`config.mk`:
```
export PLATFORM = sky130hd
export DESIGN_NAME = romwin_spi_master
export DESIGN_NICKNAME = d
export VERILOG_FILES = /design/src/rtl/romwin_spi_pkg.sv /design/src/rtl/romwin_decode.sv /design/src/rtl/romwin_spi_shifter.sv /design/src/rtl/romwin_spi_master.sv
export SDC_FILE = /design/constraint.sdc
export NUM_CORES = 1
export LEC_CHECK = 0
export BUFFER_PORTS_ARGS = -buffer_cell sky130_fd_sc_hd__buf_2
export CORE_UTILIZATION = 50
export DETAILED_ROUTE_END_ITERATION = 16
export PLACE_DENSITY = 0.85
export SYNTH_ARGS = -nofsm -noshare
export SYNTH_HDL_FRONTEND = slang
export SYNTH_HIERARCHICAL = 1
export SYNTH_SLANG_ARGS = --single-unit
```
`constraint.sdc`:
```
create_clock -name clk -period 5.2 [get_ports clk]
set_clock_uncertainty 0.15 [all_clocks]
set_input_delay 0.26 -clock clk [delete_from_list [all_inputs] [get_ports clk]]
set_output_delay 0.26 -clock clk [all_outputs]
set_load 0.05 [all_outputs]
```
`src/rtl/romwin_spi_pkg.sv`:
```
package romwin_spi_pkg;

    localparam logic [15:0] SIG_KEY = 16'hC1AD;

    typedef enum logic [2:0] {
        REG_NONE,
        REG_STAT,
        REG_RX,
        REG_RXSH,
        REG_CTL,
        REG_TX,
        REG_TXSH,
        REG_SIG
    } reg_sel_e;

    typedef struct packed {
        logic sel;
        logic clk;
        logic mosi;
    } bb_state_t;

    function automatic reg_sel_e decode_offset(input logic [5:0] off);
        case ({off[5:1], 1'b0})
            6'h10:   return REG_STAT;
            6'h12:   return REG_RX;
            6'h14:   return REG_RXSH;
            6'h18:   return REG_CTL;
            6'h1A:   return REG_TX;
            6'h1C:   return REG_TXSH;
            6'h20:   return REG_SIG;
            default: return REG_NONE;
        endcase
    endfunction

endpackage

```
`src/rtl/romwin_decode.sv`:
```
module romwin_decode
    import romwin_spi_pkg::*;
#(
    parameter int ADDR_W = 24,
    parameter logic [ADDR_W-1:0] WIN_BASE = ADDR_W'(24'h41FFC0)
) (
    input  logic [ADDR_W-1:0] addr,
    output logic              in_win,
    output reg_sel_e          sel
);
    localparam int PAGE_LSB = 6;

    logic [5:0] off;
    logic       page_hit;

    assign off      = addr[PAGE_LSB-1:0];
    assign page_hit = (addr[ADDR_W-1:PAGE_LSB] == WIN_BASE[ADDR_W-1:PAGE_LSB]);
    assign in_win   = page_hit && (off >= 6'h10) && (off <= 6'h23);
    assign sel      = in_win ? decode_offset(off) : REG_NONE;

endmodule

```
`src/rtl/romwin_spi_shifter.sv`:
```
module romwin_spi_shifter #(
    parameter int SCK_HALF = 1
) (
    input  logic       clk,
    input  logic       rst,
    input  logic       start,
    input  logic [7:0] tx_byte,
    input  logic       miso,
    output logic       busy,
    output logic       sck,
    output logic       mosi,
    output logic       done,
    output logic [7:0] rx_next
);
    localparam int DIV_W = (SCK_HALF > 1) ? $clog2(SCK_HALF) : 1;
    localparam logic [DIV_W-1:0] DIV_LAST = DIV_W'(SCK_HALF - 1);

    logic             busy_q;
    logic             sck_q;
    logic             cap_q;
    logic [7:0]       sh_q;
    logic [2:0]       bit_q;
    logic [DIV_W-1:0] div_q;
    logic             tick;

    assign tick    = (div_q == DIV_LAST);
    assign busy    = busy_q;
    assign sck     = sck_q;
    assign mosi    = sh_q[7];
    assign rx_next = {sh_q[6:0], cap_q};
    assign done    = busy_q && tick && sck_q && (bit_q == 3'd7);

    always_ff @(posedge clk) begin
        if (rst) begin
            busy_q <= 1'b0;
            sck_q  <= 1'b0;
            cap_q  <= 1'b0;
            sh_q   <= '0;
            bit_q  <= '0;
            div_q  <= '0;
        end else if (!busy_q) begin
            if (start) begin
                busy_q <= 1'b1;
                sck_q  <= 1'b0;
                sh_q   <= tx_byte;
                bit_q  <= '0;
                div_q  <= '0;
            end
        end else if (tick) begin
            div_q <= '0;
            if (!sck_q) begin
                sck_q <= 1'b1;
                cap_q <= miso;
            end else begin
                sck_q <= 1'b0;
                sh_q  <= {sh_q[6:0], cap_q};
                if (bit_q == 3'd7) busy_q <= 1'b0;
                else               bit_q  <= bit_q + 3'd1;
            end
        end else begin
            div_q <= div_q + DIV_W'(1);
        end
    end

    // exactly eight bits are shifted before the engine goes idle
    a_r7_eight_bits: assert property (@(posedge clk) disable iff (rst)
        $fell(busy_q) |-> $past(bit_q) == 3'd7);

    // the shift clock is low whenever the engine is idle
    a_r10_sck_idle_low: assert property (@(posedge clk) disable iff (rst)
        (!busy_q && $past(!busy_q)) |-> !sck_q);

endmodule

```
`src/rtl/romwin_spi_master.sv`:
```
module romwin_spi_master
    import romwin_spi_pkg::*;
#(
    parameter int ADDR_W = 24,
    parameter logic [ADDR_W-1:0] WIN_BASE = ADDR_W'(24'h41FFC0),
    parameter int SCK_HALF = 1
) (
    input  logic              clk,
    input  logic              rst,
    input  logic [ADDR_W-1:0] bus_addr,
    input  logic [15:0]       bus_wdata,
    input  logic              bus_wr,
    input  logic              bus_rd,
    input  logic [15:0]       rom_data,
    output logic [15:0]       bus_rdata,
    output logic              bus_wait,
    output logic              spi_cs_n,
    output logic              spi_sck,
    output logic              spi_mosi,
    input  logic              spi_miso
);
    logic      in_win;
    reg_sel_e  sel;
    logic      en_q;
    bb_state_t bb_q;
    logic [7:0] rx_q;
    logic      win_hit, acc_wr, acc_rd;
    logic      sig_wr, sh_start;
    logic [7:0] sh_tx;
    logic      sh_busy, sh_sck, sh_mosi, sh_done;
    logic [7:0] sh_rx;

    romwin_decode #(.ADDR_W(ADDR_W), .WIN_BASE(WIN_BASE)) u_dec (
        .addr(bus_addr), .in_win(in_win), .sel(sel)
    );

    romwin_spi_shifter #(.SCK_HALF(SCK_HALF)) u_shift (
        .clk(clk), .rst(rst), .start(sh_start), .tx_byte(sh_tx),
        .miso(spi_miso), .busy(sh_busy), .sck(sh_sck), .mosi(sh_mosi),
        .done(sh_done), .rx_next(sh_rx)
    );

    assign win_hit  = in_win && en_q;
    assign bus_wait = (bus_wr || bus_rd) && win_hit && sh_busy;
    assign acc_wr   = bus_wr && !bus_wait;
    assign acc_rd   = bus_rd && !bus_wait;
    assign sig_wr   = acc_wr && (sel == REG_SIG);
    assign sh_start = win_hit && ((acc_wr && sel == REG_TXSH) ||
                                  (acc_rd && sel == REG_RXSH));
    assign sh_tx    = (bus_wr && sel == REG_TXSH) ? bus_wdata[7:0] : 8'hFF;

    always_ff @(posedge clk) begin
        if (rst) begin
            en_q <= 1'b0;
            bb_q <= '0;
            rx_q <= '0;
        end else begin
            if (sig_wr) en_q <= (bus_wdata == SIG_KEY);
            if (acc_wr && win_hit && sel == REG_CTL) begin
                bb_q.sel <= bus_wdata[15];
                bb_q.clk <= bus_wdata[14];
            end
            if (acc_wr && win_hit && sel == REG_TX) bb_q.mosi <= bus_wdata[15];
            if (sh_done) rx_q <= sh_rx;
        end
    end

    always_comb begin
        bus_rdata = rom_data;
        if (win_hit) begin
            case (sel)
                REG_STAT:        bus_rdata = {bb_q.sel, bb_q.clk, spi_miso, 13'h0};
                REG_RX, REG_RXSH: bus_rdata = {8'h00, rx_q};
                default:         bus_rdata = rom_data;
            endcase
        end
    end

    assign spi_cs_n = !bb_q.sel;
    assign spi_sck  = sh_busy ? sh_sck  : bb_q.clk;
    assign spi_mosi = sh_busy ? sh_mosi : bb_q.mosi;

    // the signature value unlocks, any other value locks
    a_r2_sig_unlocks: assert property (@(posedge clk) disable iff (rst)
        (sig_wr && bus_wdata == SIG_KEY) |=> en_q);
    a_r2_other_locks: assert property (@(posedge clk) disable iff (rst)
        (sig_wr && bus_wdata != SIG_KEY) |=> !en_q);

    // while locked the select line and shifter do not move
    a_r3_locked_quiet: assert property (@(posedge clk) disable iff (rst)
        !$past(en_q) |-> ($stable(spi_cs_n) && !$rose(sh_busy)));

    // a stall only happens while a shift is running
    a_r9_wait_needs_busy: assert property (@(posedge clk) disable iff (rst)
        bus_wait |-> sh_busy);

    // MOSI holds while SCK is high during a hardware shift
    a_r7_mosi_hold_high: assert property (@(posedge clk) disable iff (rst)
        (sh_busy && $past(sh_busy) && spi_sck) |-> $stable(spi_mosi));

endmodule

```
== Word level (Yosys, flattened, before mapping) ==
Cells that the tools add are included.
Word-level totals
  memories: 0
  memory bits (writable): 0
  bits in read-only memories: 0
  output and inout bits: 20
  register bits after elaboration: 27
  logic and storage cells: 92
  input port bits: 61
  bits in latches: 0
Cells by class
  muxes and demuxes: 27
  equal/unequal tests: 20
  add/sub/neg operators: 2
  bitwise logic cells: 2
  div/mod/pow operators: 0
  order comparisons: 2
  shift-type cells: 0
  reduce and logical (&&, ||, !) cells: 28
  $mul: 0
Operator list (count)
  8-bit two-way mux: 5
  16-bit one-hot mux with 2 select lines: 1
  5-bit by 4-bit == test with 1-bit output (second input constant): 6
  3-bit one-hot mux with 7 select lines: 1
  18-bit by 17-bit == test with 1-bit output (second input constant): 1
  1-bit logical AND: 18
  3-bit two-way mux: 6
  16-bit == test (second input constant): 1
  16-bit two-way mux: 1
  3-bit == test (second input constant): 5
  1-bit two-way mux: 13
  3-bit by 2-bit == test with 1-bit output (second input constant): 2
  6-bit by 5-bit greater-or-equal comparator with 1-bit output (second input constant): 1
  6-bit <= comparator (second input constant): 1
  2-bit inequality test (second input constant): 3
  3-bit AND reduction: 2
  5-bit == test (second input constant): 1
  4-bit AND reduction: 1
  3-bit by 1-bit adder with 3-bit output (second input constant): 1
  3-bit by 1-bit == test with 1-bit output (second input constant): 1
  1-bit zero test: 2
  1-bit logical OR: 2
  1-bit NOT: 2
  2-bit AND reduction: 1
  3 further kinds: 3

== Depth between registers and ports, before layout ==
Gate-level depths: netlist (run 1).
  depth after elaboration: 13
  depth in mapped cells: 11
  mapped depth without buffers: 9

== Cells and area by module ==
Netlist (run 1), hierarchy kept.
Modules (own cells, without submodules)
  romwin_spi_master: area each 875.8 µm², instances 1, sequential area each 240.2 µm², cells an instance 100
  romwin_spi_shifter: area each 670.6 µm², instances 1, sequential area each 280.3 µm², cells an instance 65
  romwin_decode: area each 171.4 µm², instances 1, sequential area each 0.0 µm², cells an instance 23

== Worst setup path before layout (run 1) ==
OpenSTA, ideal clock, no wires.
  kind: input port to output port
  start point: input bus_addr[19]
  end point: output bus_rdata[14]
  slack: 2.103 ns
  buffers on the path: 1
  stages on the path: 6
  data arrival time: 2.687 ns
  data required time: 4.790 ns
  cells stage by stage: nor4_1 nand3_1 a211oi_1 buf_2 a31oi_1 o21ai_0
On the way
  word-level cells in the longest chain between the ends: 8
  elaborated cells on any way between the ends: 11
  classes of those cells: 4 x eq/ne; 3 x mux; 4 x reduce/logical
RTL lines
  from (decl): RTL line romwin_spi_master.sv:10  | input logic [ADDR_W-1:0] bus_addr,
  18-bit by 17-bit == test with 1-bit output (*): RTL line romwin_decode.sv:17  | assign page_hit = (addr[ADDR_W-1:PAGE_LSB] == WIN_BASE[ADDR_W-1:PAGE_LSB]);
  1-bit logical AND (*) (2 in a row): RTL line romwin_decode.sv:18  | assign in_win = page_hit && (off >= 6'h10) && (off <= 6'h23);
  3-bit two-way mux (*): RTL line romwin_decode.sv:19  | assign sel = in_win ? decode_offset(off) : REG_NONE;
  net sel[0]: RTL line romwin_spi_master.sv:23  | reg_sel_e sel;
  3-bit by 2-bit == test with 1-bit output: RTL line romwin_spi_master.sv:71  | case (sel)
  2-bit OR reduction: RTL line romwin_spi_master.sv:71
  16-bit one-hot mux with 2 select lines (*): RTL line romwin_spi_master.sv:71
  16-bit two-way mux (*): RTL line romwin_spi_master.sv:70  | if (win_hit) begin
  to (decl): RTL line romwin_spi_master.sv:15  | output logic [15:0] bus_rdata,
The timed path passes the listed nets; every way through them passes the cells marked *.

== Worst setup path after layout (run 1) ==
  start point: input bus_addr[3]
  end point: output bus_rdata[4]
On the way
  word-level cells in the longest chain between the ends: 8
  elaborated cells on any way between the ends: 20
  classes of those cells: 2 x order compare; 10 x eq/ne; 4 x mux; 4 x reduce/logical
RTL lines (RTL line)
  6-bit by 5-bit greater-or-equal comparator with 1-bit output: romwin_decode.sv:18
  1-bit logical AND (2 in a row): romwin_decode.sv:18
  3-bit two-way mux (*): romwin_decode.sv:19
  net sel[2]: romwin_spi_master.sv:23
  3-bit by 2-bit == test with 1-bit output: romwin_spi_master.sv:71
  2-bit OR reduction: romwin_spi_master.sv:71
  16-bit one-hot mux with 2 select lines (*): romwin_spi_master.sv:71
  16-bit two-way mux (*): romwin_spi_master.sv:70
Marks and branches as above.

==> results of run 1 <==
==> sequential cells by signal, indices dropped and copies added, names as in the netlist <==
register       cells
bb_q               3
en_q               1
rx_q               8
u_shift/cap_q      1
u_shift/sh_q       8
u_shift/sck        1
u_shift/busy       1
u_shift/bit_q      3
==> area by class of cell <==
cell class | instances | area share
clock inverter | 1 | 0.0138
multi-input combinational | 150 | 0.518
timing repair buffer | 81 | 0.189
clock buffer | 3 | 0.0104
sequential | 26 | 0.240
inverter | 2 | 0.00346
tap | 44 | 0.0254
==> per-layer routing <==
metal	part of all wire	track usage	up-vias
met5	0	0	-
met2	0.42	0.319	75
met4	0.0034	0.0292	0
met1	0.49	0.279	740
li1	-	-	850
met3	0.083	0.0277	2
==> cell families after synthesis <==
logic type      count (synthesis)  synth area share
simple gates                   89             0.323
compound gates                 36             0.178
flops                          26             0.303
mux                            23             0.138
buf+inv                        12            0.0422
fa+ha+maj                       2            0.0146
==> worst max-delay path: cells and delay by family <==
kind | cells | cell delay [ns]
simple gates | 4 | 1.34
compound gates | 2 | 0.38
buf+inv | 2 | 0.34
==> power breakdown <==
part           total (uW)     switching [uW]  internal (uW)
Combinational        71.5               42.4           29.0
Clock                 136               58.2           77.9
Sequential            199  0.000000000000147            199
==> synthesized netlist by cell type, drive strengths merged, types with 2 or more instances <==
library cell and number:
inv 2, o21ai 7, nand3b 5, buf 8
ha 2, mux2 3, a211oi 10, dfxtp 26
and2 6, nor4bb 2, and3 2, nand2 7
and4b 3, mux2i 20, or2 8, and3b 4
nor4b 3, nor3b 2, a31oi 3, nand3 4
nor3 2, nand4 2, nand2b 7, nor2 23
a22o 8, a21oi 4, clkbuf 2, nor2b 4
==> stage by stage <==
| step | area, um^2 | worst slack, ns | utilization | total power, uW | instances |
|---|---|---|---|---|---|
| 6_report | 2170 | 2.46 | 0.688 | 407 | 307 |
| 3_3_place_gp | 2120 | 2.49 | 0.672 | 274 | 303 |
| 5_1_grt | 2170 | 2.29 | 0.688 | 426 | 307 |
| 4_1_cts | 2170 | 2.48 | 0.688 | 410 | 307 |
| 3_5_place_dp | 2120 | 2.44 | 0.672 | 275 | 303 |
| 2_1_floorplan | 1720 | 2.10 | - | 243 | 188 |
==> placed cells by master, fill, tap and decap left out, types with 2 or more instances in the layout <==
master / n
a211oi_1: 2
a211oi_2: 8
a21oi_1: 4
a22o_1: 8
a31oi_1: 3
and2_1: 6
and3_1: 2
and3b_1: 3
and4b_1: 3
buf_2: 79
buf_4: 2
clkbuf_4: 3
dfxtp_1: 26
ha_1: 2
inv_1: 2
mux2_2: 2
mux2i_1: 20
nand2_1: 7
nand2b_1: 7
nand3_1: 4
nand3b_1: 5
nand4_1: 2
nor2_1: 23
nor2b_1: 4
nor3_1: 2
nor3b_1: 2
nor4bb_1: 2
o21ai_0: 6
or2_2: 8
==> path summary, 6_finish.rpt <==
path,to,from,cells after the start
max,bus_rdata[4],bus_addr[3],8
max reg2reg,u_shift/sh_q[6],u_shift/busy,5
min reg2reg,u_shift/bit_q[1],u_shift/bit_q[1],2
min,u_shift/cap_q,spi_miso,3
==> reports/metrics.csv, run 1 <==
metric;value;unit
Relative slew margins;0.455;
Die Y;60.6;um
routed vias/inst;5.43;
Worst-path clk slew;0.13;ns
drt wl/cell;12.4;um
WP data required;4.79;ns
area grow syn2layout;26.4;%
Worst Path Max Fanout;8;
Min Clock Period, post-route;2.74;ns
PostCTS Resize Cnt;0;
setup violators final;0;
H-Tree Depth;1;
nets@finish;327;
Hold Buf Count CTS;0;
fraction of layout cells with a size suffix above 1;0.422;
DRT iter0 DRCs;80;
DRC violations left;0;
mapped cell area;1720;um^2
Yosys top cell by area;dfxtp_1;
Clock Latency Late Sink;0.31;ns
Max Cap Violations;0;
CP endpoint kind;primary output;
# rows;20;
Synth warnings;6;
first-pass GRT wire length;5510;um
Vias;1667;
first drt pass iteration count;4;
post-synthesis cell count;188;
Root Buffer;clkbuf_4;
Post-Route WL;3820;um
die area;3670;um^2
Post-Syn Nets;251;
VDD IR-drop max;0.154;mV
area share of the largest cell type after synthesis;0.303;
worst-margin pin slew;0.816;ns
# Post-CTS Setup Buffers;0;
Fin Hold WS;0.0771;ns
Cell variety after synth;45;
Routability Congestion;0.778;
multi-input combinational cell area;1120;um^2
largest net degree at the start of global routing;29;
clock buffer count from CTS;3;
unrepaired setup endpoints after global routing;false;
Filler Cell Count;270;
startpoint types;input pin;
clock sinks;26;
ys flop type;dfxtp_1;
Post-synth ARST share;0;
power per cell area;187;nW/um^2
Worst R2R Setup Slack;2.93;ns
Worst path slowest cell;nor3_1;
period utilization;0.526;
Final Hold Fails;0;
Final ANT Viol Nets;0;
largest cells by area after synthesis;dfxtp_1, mux2i_1, a211oi_2;
# port buffers;79;
kind of critical path;in2out;
DPL Wire Length;2930;um
hold crit path type;in2reg;
Post-synth EDFFs;0;
crit-path cells;buf_2 > nor4b_2 > o2111ai_2 > nor3_1 > and3b_2 > and2_1 > a22o_1 > buf_2;
GRT Total Usage;0.195;
slowest stage delay, CP;0.49;ns
vias in the first global route;1291;
mean area per synthesized cell;9.14;um^2
flip-flop and latch count after synthesis;26;
CTS tree;yes;
Die X-Extent;60.6;um
n_diodes;0;
initial antenna violation count;0;
status;finished clean;
starting density of the core;0.545;
max-slew violations;0;
I/O pins;81;
Crit path arrival time;2.33;ns
total global routing overflow;0;
most frequent cell on the critical path;buf_2;
clock buffer depth;2;
sequential fraction of the synthesis area;0.303;
setup TNS;0;ns
CORE AREA;3150;um^2
FMAX;0.365;GHz
Seq. cell area;520;um^2
LEAKAGE;0.000876;uW
(Power assumes the default switching activity.)
==> inputs of run 2 (changes only) <==
Settings changed: CORE_UTILIZATION 50 to 42, PLACE_DENSITY 0.85 to 0.76.
Clock period 5.2 ns to 2.27 ns, I/O delays scaled along.
==> reports/metrics.csv, run 2 (synthesis results as in run 1) <==
metric;value;unit
worst-margin pin slew;0.544;ns
most common cell after layout, fill and taps aside;buf_2;
total global routing overflow;0;
multi-input combinational cell area;1160;um^2
CTS tree;yes;
I/O pins;81;
area grow syn2layout;39.5;%
vias in the first global route;1414;
Area after DPL;2230;um^2
VDD IR-drop max;0.269;mV
Root Buffer;clkbuf_8;
Worst R2R Setup Slack;0.52;ns
worst hold endpoint;bb_q[1];
setup violators final;0;
GRT Total Usage;0.187;
R2R depth;4;
FMAX;0.454;GHz
starting density of the core;0.452;
drt wl/cell;12.7;um
clock sinks;26;
Seq. cell area;520;um^2
largest net degree at the start of global routing;29;
RR Startpoint;u_shift/busy;
power per cell area;424;nW/um^2
worst hold stages;3;
H-Tree Depth;1;
kind of critical path;in2out;
worst hold start;bus_wdata[14];
top flop regs;rx_q x8, u_shift/sh_q x8;
Clock Latency Late Sink;0.27;ns
first-pass GRT wire length;6360;um
Vias;1711;
Relative slew margins;0.637;
clock buffer depth;2;
status;finished clean;
WP data required;2.01;ns
hold crit path type;in2reg;
Die Y;66.0;um
Final Power;1020;uW
max-slew violations;0;
period utilization;0.971;
initial antenna violation count;0;
Worst-path clk slew;0.09;ns
DPL Wire Length;3170;um
LEAKAGE;0.000993;uW
most frequent cells in the layout;buf_2, dfxtp_1, nor2_1, buf_4, mux2i_1;
Crit path arrival time;1.94;ns
DRT iter0 DRCs;72;
Min Clock Period, post-route;2.20;ns
routed vias/inst;5.20;
first drt pass iteration count;4;
Filler Cell Count;327;
Post-Route WL;4180;um
DRC violations left;0;
# port buffers;79;
Final Hold Fails;0;
startpoint types;input pin;
# rows;22;
Routability Congestion;0.836;
cell area after layout;2400;um^2
CORE AREA;3800;um^2
Worst Path Max Fanout;6;
Max Cap Violations;0;
fraction of layout cells with a size suffix above 1;0.466;
n_diodes;0;
Final ANT Viol Nets;0;
die area;4350;um^2
R2R Path End;rx_q[6];
Die X-Extent;66.0;um
nets@finish;345;
clock buffer count from CTS;3;
CP endpoint kind;primary output;
==> run 2: metrics by stage <==
step | std cells | TNS, ns | util | worst slack, ns | hold slack (ns)
6_report | 329 | 0 | 0.631 | 0.0657 | 0.0139
3_5_place_dp | 319 | -1.20 | 0.586 | -0.117 | 0.265
5_1_grt | 329 | -0.0265 | 0.631 | -0.00983 | 0.0244
3_3_place_gp | 319 | -0.447 | 0.586 | -0.0666 | 0.246
2_1_floorplan | 188 | 0 | - | 0.0143 | 0.0281
4_1_cts | 325 | 0 | 0.614 | 0.000134 | 0.00621
==> run 2: repair_timing <==
action | CTS | global route
pin swaps | 1 | 5
gates resized for setup | 7 | 9
hold endpoints to repair | 1 | 0
hold buffers | 1 | 0
endpoints found under the setup margin | 13 | 24
buffers inserted | 1 | 4
==> run 2: final cells by class <==
cell class / instances / share of cell area
clock buffers: 3 / 0.0172
multi-input cells: 150 / 0.484
clock inverters: 1 / 0.0125
inverters: 2 / 0.00313
repair buffers: 99 / 0.241
flip-flops and latches: 26 / 0.217
well taps: 48 / 0.0251
==> run 2: worst max-delay path by stage <==
stage	endpoint	start	slack [ns]
after floorplan	u_shift/sh_q[1]	bus_addr[3]	0.01
after global placement	u_shift/sh_q[3]	bus_addr[3]	-0.07
after detailed placement	u_shift/sh_q[1]	bus_addr[3]	-0.12
after CTS	bus_rdata[6]	bus_addr[3]	0.0001
after global routing	bus_rdata[6]	bus_addr[19]	-0.01
final	bus_rdata[14]	bus_addr[5]	0.07
==> run 2: routing by layer <==
metal / part of all wire / vias up / global-route usage
met4: 0.0048 / 0 / 0.0399
met1: 0.47 / 774 / 0.266
met3: 0.053 / 2 / 0.0259
met2: 0.47 / 55 / 0.296
met5: 0 / - / 0
li1: - / 880 / -
==> run 2: power by group <==
part / internal [uW] / leakage (uW) / switching, uW / total, uW
sequential: 456 / 0.000209 / 0.000000000000307 / 456
combinational: 78.0 / 0.000748 / 103 / 181
clock: 236 / 0.0000357 / 144 / 380
total: 769 / 0.000993 / 247 / 1020
==> run 2: critical path: stages <==
cell and delay (ns):
buf_2 0.11, and2b_2 0.24, buf_4 0.14, a32oi_1 0.23, nor3_2 0.08, buf_4 0.15, and3b_2 0.28, buf_4 0.13
a31oi_1 0.07, o21ai_1 0.14, clkbuf_4 0.25
==> inputs of run 3 (changes only) <==
--- a/config.mk
+++ b/config.mk
@@ -10,6 +10,5 @@
 export DETAILED_ROUTE_END_ITERATION = 16
-export PLACE_DENSITY = 0.76
+export PLACE_DENSITY = 0.77
 export SYNTH_ARGS = -nofsm -noshare
 export SYNTH_HDL_FRONTEND = slang
-export SYNTH_HIERARCHICAL = 1
 export SYNTH_SLANG_ARGS = --single-unit
==> constraint.sdc (replaced) <==
create_clock -name clk -period 2.27 [get_ports clk]
set_clock_uncertainty 0.15 [all_clocks]
set_input_delay 0.227 -clock clk [delete_from_list [all_inputs] [get_ports clk]]
set_output_delay 0.227 -clock clk [all_outputs]
set_load 0.05 [all_outputs]
==> reports/metrics.csv, run 3 <==
metric;value;unit
total global routing overflow;0;
ys flop type;dfxtp_1;
Post-synth EDFFs;0;
Crit path arrival time;2.11;ns
hold crit path type;in2reg;
power share of the sequential group;0.413;
Pint;817;uW
nets@finish;385;
Cell variety after synth;48;
Die X-Extent;65.5;um
LEAKAGE;0.00113;uW
Die Y;65.5;um
clock buffer depth;2;
worst-margin pin slew;0.574;ns
max-slew violations;0;
clock sinks;26;
pre-CTS setup slack;-0.306;ns
# port buffers;79;
Hold Buf Count CTS;0;
Routability Congestion;0.857;
kind of critical path;in2out;
first-pass GRT wire length;8880;um
Final Hold Fails;0;
Net Switching;286;uW
flip-flop and latch count after synthesis;26;
Yosys top cell by area;dfxtp_1;
clock power share;0.355;
VDD IR-drop max;0.436;mV
Logic pwr share;0.232;
post-synthesis cell count;216;
FMAX;0.402;GHz
startpoint types;input pin;
fraction of layout cells with a size suffix above 1;0.458;
Relative slew margins;0.616;
largest cells by area after synthesis;dfxtp_1, nand2_1, a211o_1;
n_diodes;0;
initial antenna violation count;0;
sequential fraction of the synthesis area;0.307;
Post-Route WL;5350;um
DRT iter0 DRCs;168;
Filler Cell Count;283;
die area;4290;um^2
DPL Wire Length;3790;um
routed vias/inst;5.47;
top flop regs;rx_q x8, u_shift.sh_q x8;
area share of the largest cell type after synthesis;0.307;
Seq. cell area;520;um^2
most frequent cells in the layout;buf_2, buf_4, nand2_1;
period utilization;1.10;
Fin Hold WS;0.0690;ns
post-route worst setup slack;-0.216;ns
largest net degree at the start of global routing;30;
CORE AREA;3770;um^2
Worst Path Max Fanout;8;
CP endpoint kind;primary output;
clock buffer count from CTS;3;
starting density of the core;0.449;
most common cell after layout, fill and taps aside;buf_2;
DRC violations left;0;
power per cell area;417;nW/um^2
CTS tree;yes;
I/O pins;81;
status;finished, violations left;
H-Tree Depth;1;
WP data required;1.89;ns
vias in the first global route;1976;
drt wl/cell;14.5;um
Vias;2017;
mean area per synthesized cell;7.84;um^2
# rows;22;
Synth top cells by count;nand2_1, dfxtp_1, a21oi_1, inv_1, nor3_1;
mapped cell area;1690;um^2
multi-input combinational cell area;1180;um^2
unrepaired setup endpoints after global routing;true;
count leader, synth;nand2_1;
switch share;0.259;
Synth warnings;0;
Post-Syn Nets;279;
failing checks;negative setup slack;
Min Clock Period, post-route;2.49;ns
Worst-path clk slew;0.09;ns
Final Util;0.702;
Clock Latency Late Sink;0.27;ns
setup violators final;16;
Final ANT Viol Nets;0;
Root Buffer;clkbuf_8;
GRT Total Usage;0.264;
Max Cap Violations;0;
area grow syn2layout;56.2;%
Post-synth ARST share;0;
first drt pass iteration count;4;
## run 3: cell count changes in the layout (fill, tap and decap cells not counted), moves of 9 or more
cell	previous run	this run
nor3_1	1	10
mux2i_1	20	1
buf_6	1	16
a21oi_1	4	14
nand2_1	7	30
inv_1	2	14
nor2_1	23	10
buf_4	23	32
## run 3: final cells by class
cell class	instances	share of cell area
sequential	26	0.197
timing repair buffer	112	0.287
multi-input combinational	165	0.446
clock buffer	3	0.0156
clock inverter	1	0.0113
tap	48	0.0227
inverter	14	0.0199
## run 3: power groups by stage
stage                     logic, uW  registers, uW  clock network (uW)
final                           256            456                 392
after global routing            271            456                 407
after CTS                       250            456                 392
after detailed placement        217            466                   0
after global placement          213            466                   0
after floorplan                 120            466                   0
## run 3: logic make-up after synthesis
logic type	share of synthesized area
AND/OR/NAND/NOR	0.318
AO/OA/AOI/OAI	0.274
buffers and inverters	0.0620
flip-flops	0.307
multiplexers	0.0192
adder cells (fa/ha/maj)	0.0148
XOR/XNOR	0.00517
## run 3: metrics by stage
stage / power, uW / TNS (ns) / instances / cell area, um^2
detailed placement: 684 / -4.02 / 361 / 2380
CTS: 1100 / -2.58 / 369 / 2620
global placement: 679 / -3.47 / 361 / 2380
finish: 1100 / -2.79 / 369 / 2650
floorplan: 586 / -0.680 / 216 / 1750
global route: 1130 / -3.05 / 369 / 2650
## run 3: per-layer routing
metal,up-vias,GRT usage,share of wire
li1,999,-,-
met1,940,0.335,0.41
met2,68,0.469,0.52
met3,10,0.0295,0.052
met4,0,0.0707,0.019
met5,-,0,0
## run 3: what timing repair did
item	4_1_cts	5_1_grt
gates resized for setup	37	7
endpoints found under the setup margin	16	16
pin swaps	9	7
setup buffers	3	0
hold endpoints to repair	0	0
cloned	1	0
## run 3: final timing paths
path / from / to / slack (ns) / depth (start not counted)
setup / recovery: bus_addr[3] / bus_rdata[5] / -0.22 / 7
hold / removal: spi_miso / u_shift.cap_q / 0.07 / 3
setup reg to reg: u_shift.busy / u_shift.sh_q[2] / 0.29 / 4
hold reg to reg: rx_q[5] / rx_q[5] / 0.32 / 2
## run 3: worst max-delay path, stage by stage
cell     delay (ns)
buf_6          0.09
or4b_4         0.53
or2_4          0.25
and2_4         0.16
a311o_2        0.46
a21bo_4        0.24
buf_6          0.15
